===== config.mk =====
export PLATFORM = sky130hd
export DESIGN_NAME = boot_entry_ctrl
export DESIGN_NICKNAME = d
export VERILOG_FILES = /design/src/rtl/boot_entry_pkg.sv /design/src/rtl/boot_frame_tracker.sv /design/src/rtl/boot_ms_timer.sv /design/src/rtl/boot_entry_ctrl.sv
export SDC_FILE = /design/constraint.sdc
export NUM_CORES = 1
export LEC_CHECK = 0
export ABC_CLOCK_PERIOD_IN_PS = 9200
export CORE_MARGIN = 8
export CORE_UTILIZATION = 64
export CTS_BUF_LIST = sky130_fd_sc_hd__clkbuf_2
export CTS_CLUSTER_SIZE = 12
export DETAILED_ROUTE_END_ITERATION = 10
export PLACE_DENSITY = 0.92
export SETUP_SLACK_MARGIN = 0.1
export SLEW_MARGIN = 10
export SYNTH_ARGS = -nofsm -noshare
export SYNTH_HDL_FRONTEND = slang
export SYNTH_SLANG_ARGS = --single-unit

===== constraint.sdc =====
create_clock -name clk -period 9.2 [get_ports clk]
set_clock_uncertainty 0.15 [all_clocks]
set_input_delay 1.38 -clock clk [delete_from_list [all_inputs] [get_ports clk]]
set_output_delay 1.38 -clock clk [all_outputs]
set_load 0.05 [all_outputs]

===== src/rtl/boot_entry_pkg.sv =====
package boot_entry_pkg;

  localparam int MS_W = 20;

  typedef enum logic [1:0] {
    ST_INIT = 2'd0,
    ST_WAIT = 2'd1,
    ST_DL   = 2'd2,
    ST_DONE = 2'd3
  } be_state_t;

  // Wait limit in ticks: the special code picks the long window.
  function automatic logic [MS_W-1:0] wait_limit(input logic [15:0] word,
                                                 input logic [MS_W-1:0] long_ms);
    if (word == 16'hFFFE) return long_ms;
    return MS_W'(word);
  endfunction

  // Entry pattern: matched write, one byte exactly, the right value.
  function automatic logic entry_match(input logic hit, input logic [1:0] nbytes,
                                       input logic [7:0] first, input logic [7:0] pattern);
    return hit && (nbytes == 2'd1) && (first == pattern);
  endfunction

endpackage


===== src/rtl/boot_frame_tracker.sv =====
module boot_frame_tracker #(
  parameter logic [6:0] NODE = 7'h04
) (
  input  logic       clk,
  input  logic       rst_n,
  input  logic       ev_start,
  input  logic [6:0] ev_addr,
  input  logic       ev_rnw,
  input  logic       ev_byte,
  input  logic [7:0] ev_data,
  input  logic       ev_stop,
  output logic       active,
  output logic       done,
  output logic       hit,
  output logic [1:0] nbytes,
  output logic [7:0] first
);

  always_ff @(posedge clk or negedge rst_n) begin
    if (!rst_n) begin
      active <= 1'b0;
      hit    <= 1'b0;
      nbytes <= 2'd0;
      first  <= 8'h00;
    end else if (ev_start) begin
      active <= 1'b1;
      hit    <= (ev_addr == NODE) && !ev_rnw;
      nbytes <= 2'd0;
    end else if (ev_stop) begin
      active <= 1'b0;
    end else if (ev_byte && active) begin
      if (nbytes == 2'd0) first <= ev_data;
      if (nbytes != 2'd2) nbytes <= nbytes + 2'd1;
    end
  end

  assign done = ev_stop && active;

endmodule


===== src/rtl/boot_ms_timer.sv =====
module boot_ms_timer #(
  parameter int W = 20
) (
  input  logic         clk,
  input  logic         rst_n,
  input  logic         clr,
  input  logic         run,
  input  logic         tick,
  input  logic [W-1:0] limit,
  output logic         expired
);

  logic [W-1:0] cnt;
  logic [W:0]   cnt_nx;

  assign cnt_nx  = {1'b0, cnt} + 1'b1;
  assign expired = run && tick && !clr && (cnt_nx >= {1'b0, limit});

  always_ff @(posedge clk or negedge rst_n) begin
    if (!rst_n)                        cnt <= '0;
    else if (clr)                      cnt <= '0;
    else if (run && tick && !expired)  cnt <= cnt_nx[W-1:0];
  end

  AST_CNT_BELOW_LIMIT: assert property (@(posedge clk) disable iff (!rst_n)
    run && !clr && (limit != '0) |-> cnt < limit);

endmodule


===== src/rtl/boot_entry_ctrl.sv =====
module boot_entry_ctrl
  import boot_entry_pkg::*;
#(
  parameter logic [6:0]      NODE_ADDR = 7'h04,
  parameter logic [7:0]      ENTRY_BYTE = 8'h08,
  parameter logic [MS_W-1:0] LONG_MS   = MS_W'(900000)
) (
  input  logic        clk,
  input  logic        rst_n,
  input  logic        boot_pin,
  input  logic [15:0] tmo_word,
  input  logic        ms_tick,
  input  logic        ev_start,
  input  logic [6:0]  ev_addr,
  input  logic        ev_rnw,
  input  logic        ev_byte,
  input  logic [7:0]  ev_data,
  input  logic        ev_stop,
  output logic        addr_ack,
  output logic        enter_dl,
  output logic        exit_user,
  output logic        soft_reset
);

  be_state_t       state;
  logic            fr_active, fr_done, fr_hit;
  logic [1:0]      fr_nbytes;
  logic [7:0]      fr_first;
  logic            wait_exp, idle_exp, valid_frame, is_entry;
  logic [MS_W-1:0] wait_lim;

  boot_frame_tracker #(.NODE(NODE_ADDR)) u_trk (
    .clk(clk), .rst_n(rst_n),
    .ev_start(ev_start), .ev_addr(ev_addr), .ev_rnw(ev_rnw),
    .ev_byte(ev_byte), .ev_data(ev_data), .ev_stop(ev_stop),
    .active(fr_active), .done(fr_done), .hit(fr_hit),
    .nbytes(fr_nbytes), .first(fr_first)
  );

  assign wait_lim    = wait_limit(tmo_word, LONG_MS);
  assign is_entry    = entry_match(fr_hit, fr_nbytes, fr_first, ENTRY_BYTE);
  assign valid_frame = fr_done && fr_hit && (fr_nbytes != 2'd0);

  boot_ms_timer #(.W(MS_W)) u_wait (
    .clk(clk), .rst_n(rst_n),
    .clr(state != ST_WAIT), .run(!fr_active), .tick(ms_tick),
    .limit(wait_lim), .expired(wait_exp)
  );

  boot_ms_timer #(.W(MS_W)) u_idle (
    .clk(clk), .rst_n(rst_n),
    .clr((state != ST_DL) || valid_frame), .run(1'b1), .tick(ms_tick),
    .limit(LONG_MS), .expired(idle_exp)
  );

  assign addr_ack = ev_start && (ev_addr == NODE_ADDR) &&
                    ((state == ST_WAIT) || (state == ST_DL));

  always_ff @(posedge clk or negedge rst_n) begin
    if (!rst_n) begin
      state      <= ST_INIT;
      enter_dl   <= 1'b0;
      exit_user  <= 1'b0;
      soft_reset <= 1'b0;
    end else begin
      enter_dl   <= 1'b0;
      exit_user  <= 1'b0;
      soft_reset <= 1'b0;
      unique case (state)
        ST_INIT: begin
          if (boot_pin) begin
            exit_user <= 1'b1;
            state     <= ST_DONE;
          end else begin
            state <= ST_WAIT;
          end
        end
        ST_WAIT: begin
          if (fr_done) begin
            if (is_entry) begin
              enter_dl <= 1'b1;
              state    <= ST_DL;
            end else begin
              exit_user <= 1'b1;
              state     <= ST_DONE;
            end
          end else if (wait_exp) begin
            exit_user <= 1'b1;
            state     <= ST_DONE;
          end
        end
        ST_DL: begin
          if (idle_exp) begin
            soft_reset <= 1'b1;
            state      <= ST_DONE;
          end
        end
        default: state <= ST_DONE;
      endcase
    end
  end

  AST_ONE_DECISION: assert property (@(posedge clk) disable iff (!rst_n)
    $countones({enter_dl, exit_user, soft_reset}) <= 1);
  AST_PIN_HIGH_EXIT: assert property (@(posedge clk) disable iff (!rst_n)
    (state == ST_INIT) && boot_pin |=> exit_user);
  AST_ENTER_FROM_WAIT: assert property (@(posedge clk) disable iff (!rst_n)
    enter_dl |-> $past(state == ST_WAIT) && (state == ST_DL));
  AST_RESET_FROM_DL: assert property (@(posedge clk) disable iff (!rst_n)
    soft_reset |-> $past(state == ST_DL));
  AST_TERMINAL_QUIET: assert property (@(posedge clk) disable iff (!rst_n)
    (state == ST_DONE) |=> (state == ST_DONE) && !enter_dl && !soft_reset);
  AST_ACK_ADDR: assert property (@(posedge clk) disable iff (!rst_n)
    addr_ack |-> ev_start && (ev_addr == NODE_ADDR));

endmodule


==> results.md, run 1 <==
* Met1 usage in global routing at 26.6%
* FF+latch count, synth at 57
* Asr flop ratio synth at 100%
* Setup Buffers After CTS at 0
* All-Layer GR Usage at 22.2%
* Fin area at 4600 um2
* CTS clk-pin slew, worst paths at 0.16 ns
* Ports at 43
* Final setup TNS at 0 ns
* Die Wd at 95.9 um
* Via-to-Cell Ratio at 6.29
* Yosys top cell area share at 34.9%
* Antenna fix cells at 0
* Yosys cell types at 52
* Buffers and inverters on the worst path at 1
* H-tree depth at 3
* Total clock sinks at 57
* PortBufs at 42
* Post_cts resized at 0
* Final count of hold timing violations at 0
* Wire per inst at 16.8 um
* GRT overflow at 0
* Area leader, netlist: dfrtp_1
* Initial detailed-routing violation count at 194
* Actual slew at the worst max-slew pin at 1.12 ns
* Maxcap violations at 0
* Final worst slack at 3.94 ns
* Top cells by area, synth: dfrtp_1 35%, ha_1 8.6%, xnor2_1 5.6%
* Non-Filler Instances at 570
* Routed via count at 3586
* Worst Path Required at 9.46 ns
* Fin crit period at 5.26 ns
* First-pass GRT wire length at 16.4 mm
* Endpoints failing setup at 0
* Worst slew margin at 25.5%
* Worst stage delay on the critical path at 0.72 ns
* Slowest stage cell, crit path: or4_1
* CP top delay family: simple AND/OR/NAND/NOR gates
* Filler instances at 448
* GR peak layer: met2
* Max-slew violations at 0
* Root buf cell: clkbuf_2
* Setup crit end kind: flip-flop
* VDD IR max at 0.0893 mV
* Worst Path Max Fanout at 26
* Die ar. at 9200 um2
* Pre-CTS WS at 3.44 ns
* Syn. warnings at 0
* Cell Pwr Density at 95.9 nW/um2
* Largest net degree at the start of global routing at 58
* Placed Cells incl. Taps at 555
* Nets at 556
* WS Path Type: input pin to flip-flop
* Post-synth EDFFs at 0
* DR pass1 iterations at 5
* Vias in the first global route at 3538
* Final ANT Viol Nets at 0
* Arr. time, crit path at 5.52 ns
* Crit start category: input pin
* Most numerous cell in the Yosys netlist: dfrtp_1
* Fmax at 190 MHz
* Starting density of the core at 65.1%
* Mapped Cells at 453
* P&R area growth vs syn at 12.5%
* Total power at 441 uW
* Final WL at 9.57 mm
* Syn nets at 520
* Sequential element share of the synthesized area at 34.9%
* HP Class: flip-flop to flip-flop
* Most instantiated cells after synthesis: 57 x dfrtp_1, 39 x nand2_1, 32 x nor2_1
* Final Cycle Share at 57.1%
* Share of cells above drive strength 1 at 8.92%
* Post-DP Area at 4520 um2
* Syn Area/Cell at 9.02 um2
* Outcome: complete, no violations
* Initial antenna violation count at 0
* GR met3 Demand/Resource at 4.45%
* Max Buffers Root-to-Sink at 2
* Floorplan Core Area at 6280 um2
* Clk_lat worst skew at 0.50 ns
* DP Wirelength at 6.96 mm
* Die height at 95.9 um
* Remaining DRCs at 0
* Global-route met2 utilization at 38.3%
* Hold_buf cts at 0
* RSZ-0062 raised after global routing: no
* TritonCTS clock tree: done
* GPL Wtd Cong at 0.959
* Main synth FF type: dfrtp_1
* Lkg Pwr at 1.92 nW
* Post-Syn Area at 4090 um2
* CTS buffer count at 9
* CP Cell Sequence: clkdlybuf4s50_1 > nand4_1 > or4_1 > nand2_1 > ha_1 > a21o_1 > a21o_1 > a22o_1 > a2111oi_0 > a31o_2 > nand2_1 > or4_1 > a21oi_1
* Row count at 29
[metrics by stage]
| stage | hold WS (ns) | utilization [%] |
|---|---|---|
| floorplan | 0.331 | - |
| global placement | 0.341 | 72.0 |
| detailed placement | 0.353 | 72.0 |
| CTS | 0.389 | 73.2 |
| global route | 0.398 | 73.2 |
| finish | 0.385 | 73.2 |
[routing by layer]
| layer | vias up | routed length (um) |
|---|---|---|
| met5 | - | 0 |
| met4 | 0 | 270 |
| met3 | 30 | 573 |
| met2 | 132 | 4760 |
| met1 | 1706 | 3960 |
| li1 | 1718 | - |
[where the power goes]
part / internal, mW / switching [mW]
registers: 0.261 / 0.00642
logic: 0.0272 / 0.0224
clock network: 0.0325 / 0.0913
[layout by cell type, fill, tap and decap left out, types with 7 or more instances in the layout]
master           instances
dfrtp_1                 57
nand2b_1                11
clkbuf_2                10
xnor2_1                 26
inv_1                   20
nor3_2                   7
nand4_1                 18
or3_1                   10
a21oi_1                 22
clkdlybuf4s50_1         41
nand2_1                 39
nor2_1                  32
o211ai_1                 7
nand3_1                 21
o21ai_0                 15
o31ai_1                  9
nor4_1                   9
xor2_1                  14
ha_1                    28
mux2_2                   8
[cell type report]
| cell class | instances | area (um2) | area share [%] |
|---|---|---|---|
| clock buffer | 10 | 50.0 | 1.09 |
| tap | 77 | 96.3 | 2.10 |
| clock inverter | 5 | 23.8 | 0.517 |
| multi-input combinational | 356 | 2490 | 54.1 |
| timing repair buffer | 45 | 438 | 9.53 |
| inverter | 20 | 75.1 | 1.63 |
| sequential | 57 | 1430 | 31.0 |
[logic make-up (layout without fill, tap and decap cells)]
family,after synthesis,after routing,share of synthesized area [%]
and+or+nand+nor,193,193,27.0
AOI/OAI and AO/OA,81,81,12.8
DFF,57,57,34.9
xor gates and xnor gates,40,40,8.57
buffers and inverters,40,80,4.47
adders and majority gates,28,28,8.57
muxes,14,14,3.67
[worst paths after layout]
check / startpoint / to / slack [ns] / cells after the start
worst max-delay path: tmo_word[9] / u_wait.cnt[13]$_DFFE_PN0P_ / 3.94 / 13
worst min-delay path: u_trk.first[1]$_DFFE_PN0P_ / u_trk.first[1]$_DFFE_PN0P_ / 0.38 / 1
worst max register to register: u_wait.cnt[0]$_DFFE_PN0P_ / u_wait.cnt[13]$_DFFE_PN0P_ / 4.06 / 16
worst min register to register: u_trk.first[1]$_DFFE_PN0P_ / u_trk.first[1]$_DFFE_PN0P_ / 0.38 / 1
max in group asynchronous: rst_n / u_idle.cnt[8]$_DFFE_PN0P_ / 7.56 / 2
min in group asynchronous: rst_n / u_trk.nbytes[1]$_DFFE_PN0P_ / 0.85 / 2
[registers in the layout, indices dropped and copies added (netlist names)]
register,flops
u_trk.active,1
u_trk.nbytes,2
state,2
enter_dl,1
u_wait.cnt,20
soft_reset,1
u_trk.hit,1
u_trk.first,8
u_idle.cnt,20
exit_user,1
(Power assumes the default switching activity.)
==> run 2, diff against run 1 <==
Settings changed: ABC_CLOCK_PERIOD_IN_PS 9200 to 4400, CORE_UTILIZATION 64 to 54, PLACE_DENSITY 0.92 to 0.83.
Clock period 9.2 ns to 4.4 ns, I/O delays scaled along.
==> results.md, run 2 (synthesized netlist as in run 1, its figures left out) <==
* Internal power at 787 uW (was 320 uW)
* Global-route met2 utilization at 32.2% (was 38.3%)
* H-tree depth at 3 (unchanged)
* Met1 usage in global routing at 23.5% (was 26.6%)
* Final WL at 9.55 mm (was 9.57 mm)
* Ports at 43 (unchanged)
* Worst slew margin at 24.7% (was 25.5%)
* Outcome: complete, no violations (unchanged)
* Fmax at 246 MHz
* Share of cells above drive strength 1 at 12.4% (was 8.92%)
* R2r setup slk at 0.33 ns (was 4.06 ns)
* Post-DP Area at 4630 um2 (was 4520 um2)
* Maxcap violations at 0 (unchanged)
* TritonCTS clock tree: done (unchanged)
* Final Cycle Share at 92.5%
* Commonest non-fill, non-tap cell in the layout: dfrtp_1 (unchanged)
* Placed Cells incl. Taps at 588 (was 555)
* CTS clk-pin slew, worst paths at 0.17 ns (was 0.16 ns)
* Slowest stage cell, crit path: or4_1 (unchanged)
* Sequential power share at 53.2% (was 60.6%)
* Worst Path Max Fanout at 15 (was 26)
* Nets at 570 (was 556)
* Initial antenna violation count at 0 (unchanged)
* Commonest cells after routing, fill and taps aside: 57 x dfrtp_1, 41 x clkdlybuf4s50_1, 38 x nand2_1 (was 57 x dfrtp_1, 41 x clkdlybuf4s50_1, 39 x nand2_1)
* CP endpoint: u_wait.cnt[16]$_DFFE_PN0P_ (was u_wait.cnt[13]$_DFFE_PN0P_)
* Buffers and inverters on the worst path at 0 (was 1)
* Fin crit period at 4.07 ns
* Worst stage delay on the critical path at 0.44 ns (was 0.72 ns)
* Routed via count at 3555 (was 3586)
* Max-slew violations at 0 (unchanged)
* First-pass GRT wire length at 16.3 mm (was 16.4 mm)
* Biggest regs: u_idle.cnt (20), u_wait.cnt (20), u_trk.first (8) (unchanged)
* Die Wd at 103 um (was 95.9 um)
* PortBufs at 42 (unchanged)
* Largest net degree at the start of global routing at 42 (was 58)
* Final worst slack at 0.331 ns (was 3.94 ns)
* Endpoints failing setup at 0 (unchanged)
* Antenna fix cells at 0 (unchanged)
* Reg2Reg Depth at 16 (unchanged)
* HP Class: flip-flop to flip-flop (unchanged)
* Final count of hold timing violations at 0 (unchanged)
* WS Path Type: flip-flop to flip-flop (was input pin to flip-flop)
* Arr. time, crit path at 4.32 ns (was 5.52 ns)
* Lkg Pwr at 2.01 nW (was 1.92 nW)
* Total clock sinks at 57 (unchanged)
* Final setup TNS at 0 ns (unchanged)
* Fin area at 4820 um2 (was 4600 um2)
* Sw frac at 24.9% (was 27.3%)
* DR pass1 iterations at 4 (was 5)
* Clock share of power at 36.8% (was 28.1%)
* GPL Wtd Cong at 0.912 (was 0.959)
* Floorplan Core Area at 7290 um2 (was 6280 um2)
* Die height at 103 um (was 95.9 um)
* RR Startpoint: u_wait.cnt[1]$_DFFE_PN0P_ (was u_wait.cnt[0]$_DFFE_PN0P_)
* Non-Filler Instances at 607 (was 570)
* Pre-CTS WS at -0.151 ns (was 3.44 ns)
* Row count at 31 (was 29)
* Filler instances at 594 (was 448)
* Critical R2R Capture: u_wait.cnt[16]$_DFFE_PN0P_ (was u_wait.cnt[13]$_DFFE_PN0P_)
* All-Layer GR Usage at 19.1% (was 22.2%)
* RSZ-0062 raised after global routing: no (unchanged)
* GRT overflow at 0 (unchanged)
* GR peak layer: met2 (unchanged)
* Setup crit end kind: flip-flop (unchanged)
* Crit path depth at 16 (was 13)
* Remaining DRCs at 0 (unchanged)
* Actual slew at the worst max-slew pin at 1.13 ns (was 1.12 ns)
* Hold depth at 1 (unchanged)
* Crit start category: flip-flop (was input pin)
* CTS buffer count at 9 (unchanged)
* CP top delay family: compound AO/OA/AOI/OAI gates (was simple AND/OR/NAND/NOR gates)
* GR met3 Demand/Resource at 4.25% (was 4.45%)
* Total power at 1.05 mW (was 441 uW)
* Clk_lat worst skew at 0.48 ns (was 0.50 ns)
* Wire per inst at 15.7 um (was 16.8 um)
* Starting density of the core at 56.0% (was 65.1%)
* Via-to-Cell Ratio at 5.86 (was 6.29)
* Vias in the first global route at 3505 (was 3538)
* Final ANT Viol Nets at 0 (unchanged)
* VDD IR max at 0.182 mV (was 0.0893 mV)
* Cell Pwr Density at 217 nW/um2 (was 95.9 nW/um2)
* Root buf cell: clkbuf_2 (unchanged)
* Worst Path Required at 4.65 ns (was 9.46 ns)
* Max Buffers Root-to-Sink at 2 (unchanged)
* Critical path launch point: u_wait.cnt[1]$_DFFE_PN0P_ (was tmo_word[9])
* CP Cell Sequence: ha_1 > nand3_1 > nor2_2 > nand3_2 > nor2_2 > nand3_2 > xnor2_2 > ha_1 > a21o_1 > a21o_1 > a22o_1 > a2111oi_2 > a31o_2 > nand2_2 > or4_1 > a21oi_1 (was clkdlybuf4s50_1 > nand4_1 > or4_1 > nand2_1 > ha_1 > a21o_1 > a21o_1 > a22o_1 > a2111oi_0 > a31o_2 > nand2_1 > or4_1 > a21oi_1)
* Die ar. at 10600 um2 (was 9200 um2)
* DP Wirelength at 7.15 mm (was 6.96 mm)
* Switching power of the nets at 261 uW (was 120 uW)
* Comb power frac at 10.0% (was 11.3%)
* Initial detailed-routing violation count at 189 (was 194)
* P&R area growth vs syn at 17.9% (was 12.5%)
-- run 2: changes by cell type in the layout (fill, tap and decap cells not counted), sizes merged --
cell | before | now
buf | 4 | 17
bufinv | 0 | 2
clkbuf | 10 | 9
dlygate4sd3 | 0 | 1
-- run 2: what timing repair did --
action | 4_1_cts | 5_1_grt
setup buffers | 0 | 2
endpoints found under the setup margin | 14 | 17
hold endpoints to repair | 16 | 0
hold buffers | 1 | 0
gates resized for setup | 4 | 4
-- run 2: final cells by class --
cell class              count  area (um2)  share of cell area (%)
clock inverters             7        85.1                    1.77
multi-input cells         356        2520                    52.2
flip-flops and latches     57        1430                    29.6
clock buffers               9        45.0                   0.935
well taps                  99         124                    2.57
repair buffers             59         546                    11.3
inverters                  20        75.1                    1.56
-- run 2: worst min path at each step --
stage,to,from
2_1_floorplan,enter_dl$_DFF_PN0_,rst_n
3_3_place_gp,u_trk.first[1]$_DFFE_PN0P_,u_trk.first[1]$_DFFE_PN0P_
3_5_place_dp,u_trk.first[0]$_DFFE_PN0P_,u_trk.first[0]$_DFFE_PN0P_
4_1_cts,u_trk.first[0]$_DFFE_PN0P_,u_trk.first[0]$_DFFE_PN0P_
5_1_grt,u_trk.first[7]$_DFFE_PN0P_,u_trk.first[7]$_DFFE_PN0P_
6_report,u_trk.first[0]$_DFFE_PN0P_,u_trk.first[0]$_DFFE_PN0P_
-- run 2: routing by layer --
metal / share of wire [%] / up-vias / wire (um)
met4: 1.3 / 0 / 127
met3: 5.8 / 13 / 549
li1: - / 1756 / -
met5: 0 / - / 0
met1: 44 / 1682 / 4210
met2: 49 / 104 / 4660
-- run 2: power groups by stage --
stage	clock (mW)	sequential [mW]	combinational, mW
3_5_place_dp	0	0.567	0.105
5_1_grt	0.416	0.560	0.116
6_report	0.386	0.557	0.105
3_3_place_gp	0	0.566	0.101
2_1_floorplan	0	0.564	0.0465
4_1_cts	0.393	0.557	0.106
-- run 2: through the flow --
stage               util [%]  hold WS [ns]
floorplan                  -         0.214
global placement        63.5         0.342
detailed placement      63.5         0.350
CTS                     65.7         0.387
global route            66.1         0.403
finish                  66.1         0.383
==> run 3, diff against run 2 <==
Settings changed: CORE_ASPECT_RATIO from default to 2, MAX_ROUTING_LAYER from default to met4.
==> results.md, run 3 (synthesized netlist as in run 1, its figures left out) <==
* Final worst slack at 0.366 ns (was 0.331 ns)
* VDD IR max at 0.194 mV (was 0.182 mV)
* Hold depth at 1 (unchanged)
* Reg2Reg Depth at 16 (unchanged)
* Largest net degree at the start of global routing at 32 (was 42)
* Outcome: complete, no violations (unchanged)
* Hold Path End: u_trk.first[0]$_DFFE_PN0P_ (unchanged)
* Fin crit period at 4.03 ns (was 4.07 ns)
* Switching power of the nets at 266 uW (was 261 uW)
* Antenna fix cells at 0 (unchanged)
* HP Class: flip-flop to flip-flop (unchanged)
* Worst slew margin at 28.5% (was 24.7%)
* Buffers and inverters on the worst path at 0 (unchanged)
* Crit start category: flip-flop (unchanged)
* Internal power at 792 uW (was 787 uW)
* Nets at 568 (was 570)
* Actual slew at the worst max-slew pin at 1.07 ns (was 1.13 ns)
* Sequential power share at 52.6% (was 53.2%)
* CP Cell Sequence: ha_1 > nand3_1 > nor2_4 > nand3_2 > nor2_2 > nand3_2 > xnor2_2 > ha_1 > a21o_1 > a21o_1 > a22o_1 > a2111oi_2 > a31o_2 > nand2_4 > or4_1 > a21oi_1 (was ha_1 > nand3_1 > nor2_2 > nand3_2 > nor2_2 > nand3_2 > xnor2_2 > ha_1 > a21o_1 > a21o_1 > a22o_1 > a2111oi_2 > a31o_2 > nand2_2 > or4_1 > a21oi_1)
* Starting density of the core at 54.6% (was 56.0%)
* Die height at 139 um (was 103 um)
* Maxcap violations at 0 (unchanged)
* H-tree depth at 3 (unchanged)
* Clock share of power at 37.5% (was 36.8%)
* Total clock sinks at 57 (unchanged)
* Biggest regs: u_idle.cnt (20), u_wait.cnt (20), u_trk.first (8) (unchanged)
* RSZ-0062 raised after global routing: no (unchanged)
* Non-Filler Instances at 600 (was 607)
* CTS buffer count at 9 (unchanged)
* Critical R2R Capture: u_wait.cnt[13]$_DFFE_PN0P_ (was u_wait.cnt[16]$_DFFE_PN0P_)
* Post-DP Area at 4610 um2 (was 4630 um2)
* Max Buffers Root-to-Sink at 2 (unchanged)
* Comb power frac at 9.9% (was 10.0%)
* Met1 WL at 4.26 mm (was 4.21 mm)
* Ports at 43 (unchanged)
* DP Wirelength at 7.03 mm (was 7.15 mm)
* Initial antenna violation count at 0 (unchanged)
* CTS clk-pin slew, worst paths at 0.19 ns (was 0.17 ns)
* Row count at 45 (was 31)
* Remaining DRCs at 0 (unchanged)
* GRT overflow at 0 (unchanged)
* Critical path launch point: u_wait.cnt[0]$_DFFE_PN0P_ (was u_wait.cnt[1]$_DFFE_PN0P_)
* Routed via count at 3598 (was 3555)
* Final ANT Viol Nets at 0 (unchanged)
* Setup crit end kind: flip-flop (unchanged)
* Share of cells above drive strength 1 at 12.5% (was 12.4%)
* Lkg Pwr at 2.01 nW (about the same)
* Clk_lat worst skew at 0.52 ns (was 0.48 ns)
* Initial detailed-routing violation count at 313 (was 189)
* Worst Path Required at 4.71 ns (was 4.65 ns)
* Die ar. at 10800 um2 (was 10600 um2)
* Vias in the first global route at 3452 (was 3505)
* Fin area at 4820 um2 (about the same)
* Commonest cells after routing, fill and taps aside: 57 x dfrtp_1, 41 x clkdlybuf4s50_1, 38 x nand2_1 (unchanged)
* HP Start: u_trk.first[0]$_DFFE_PN0P_ (unchanged)
* Routed wl met2 at 4.63 mm (was 4.66 mm)
* Worst stage delay on the critical path at 0.42 ns (was 0.44 ns)
* Commonest non-fill, non-tap cell in the layout: dfrtp_1 (unchanged)
* GPL Wtd Cong at 0.941 (was 0.912)
* Top sig layer: met4 (unchanged)
* WS Path Type: flip-flop to flip-flop (unchanged)
* Pre-CTS WS at -0.0897 ns (was -0.151 ns)
* Die Wd at 77.5 um (was 103 um)
* All-Layer GR Usage at 18.5% (was 19.1%)
* Arr. time, crit path at 4.35 ns (was 4.32 ns)
* Floorplan Core Area at 7490 um2 (was 7290 um2)
* RR Startpoint: u_wait.cnt[0]$_DFFE_PN0P_ (was u_wait.cnt[1]$_DFFE_PN0P_)
* Slowest stage cell, crit path: or4_1 (unchanged)
* Max-slew violations at 0 (unchanged)
* Via-to-Cell Ratio at 6.00 (was 5.86)
* TritonCTS clock tree: done (unchanged)
* Final design utilization at 64.3% (was 66.1%)
* Endpoints failing setup at 0 (unchanged)
* DR pass1 iterations at 6 (was 4)
* Fmax at 248 MHz (was 246 MHz)
* First-pass GRT wire length at 16.0 mm (was 16.3 mm)
* CP top delay family: simple AND/OR/NAND/NOR gates (was compound AO/OA/AOI/OAI gates)
* Cell Pwr Density at 220 nW/um2 (was 217 nW/um2)
* Final WL at 9.44 mm (was 9.55 mm)
* Worst Path Max Fanout at 17 (was 15)
* Met3 WL at 430 um (was 549 um)
* Sw frac at 25.2% (was 24.9%)
* Root buf cell: clkbuf_2 (unchanged)
* P&R area growth vs syn at 17.9% (about the same)
* R2r setup slk at 0.37 ns (was 0.33 ns)
* PortBufs at 42 (unchanged)
* Final count of hold timing violations at 0 (unchanged)
* Final Cycle Share at 91.7% (was 92.5%)
* Wire per inst at 15.7 um (about the same)
* Placed Cells incl. Taps at 581 (was 588)
-- run 3: cell types whose count changed in the layout (fill, tap and decap cells not counted), sizes merged --
| cell | delta |
|---|---|
| buf | -2 |
| inv | +1 |
| clkinv | -2 |
| clkinvlp | +1 |
-- run 3: worst max-delay path by stage --
stage                                       to  slack (ns)  depth (start not counted)
floorplan            u_wait.cnt[3]$_DFFE_PN0P_        0.27                         18
global placement    u_wait.cnt[19]$_DFFE_PN0P_        0.05                         13
detailed placement  u_wait.cnt[19]$_DFFE_PN0P_       -0.09                         13
CTS                 u_wait.cnt[13]$_DFFE_PN0P_        0.12                         16
global route        u_wait.cnt[13]$_DFFE_PN0P_        0.11                         16
finish              u_wait.cnt[13]$_DFFE_PN0P_        0.37                         16
-- run 3: layer usage --
metal	vias to the layer above	track usage (%)
met4	0	6.81
met1	1747	22.7
met5	-	-
met3	13	4.22
li1	1744	-
met2	94	28.7
-- run 3: final cells by class --
cell class	count	area [um2]
flip-flops and latches	57	1430
fillers	610	2670
clock inverters	7	93.8
repair buffers	57	531
multi-input cells	356	2530
well taps	94	118
clock buffers	9	45.0
inverters	20	75.1
-- run 3: power by group through the flow --
stage	logic (mW)	registers (mW)	clock network [mW]
finish	0.105	0.557	0.397
global route	0.116	0.560	0.429
CTS	0.105	0.557	0.411
detailed placement	0.104	0.567	0
global placement	0.101	0.566	0
floorplan	0.0465	0.564	0
-- run 3: metrics by stage --
step	hold WS (ns)	TNS, ns	total power [mW]
after floorplan	0.214	0	0.610
after global placement	0.344	0	0.667
after detailed placement	0.347	-0.349	0.671
after CTS	0.384	0	1.07
after global routing	0.400	0	1.10
final	0.379	0	1.06
-- run 3: worst register-to-register path, delay by kind of cell, from the launching register on --
kind,cells,cell delay [ns]
AO/OA/AOI/OAI,6,1.32
XOR/XNOR,1,0.18
adder cells (fa/ha/maj),2,0.55
flip-flops,1,0.41
AND/OR/NAND/NOR,7,1.36
-- run 3: repair_timing --
item                       CTS  global route
cloned                       0             0
buffers inserted             0             2
hold buffers                 1             0
setup endpoints to repair   14            20
hold endpoints to repair    26             0
resized for setup            3             7
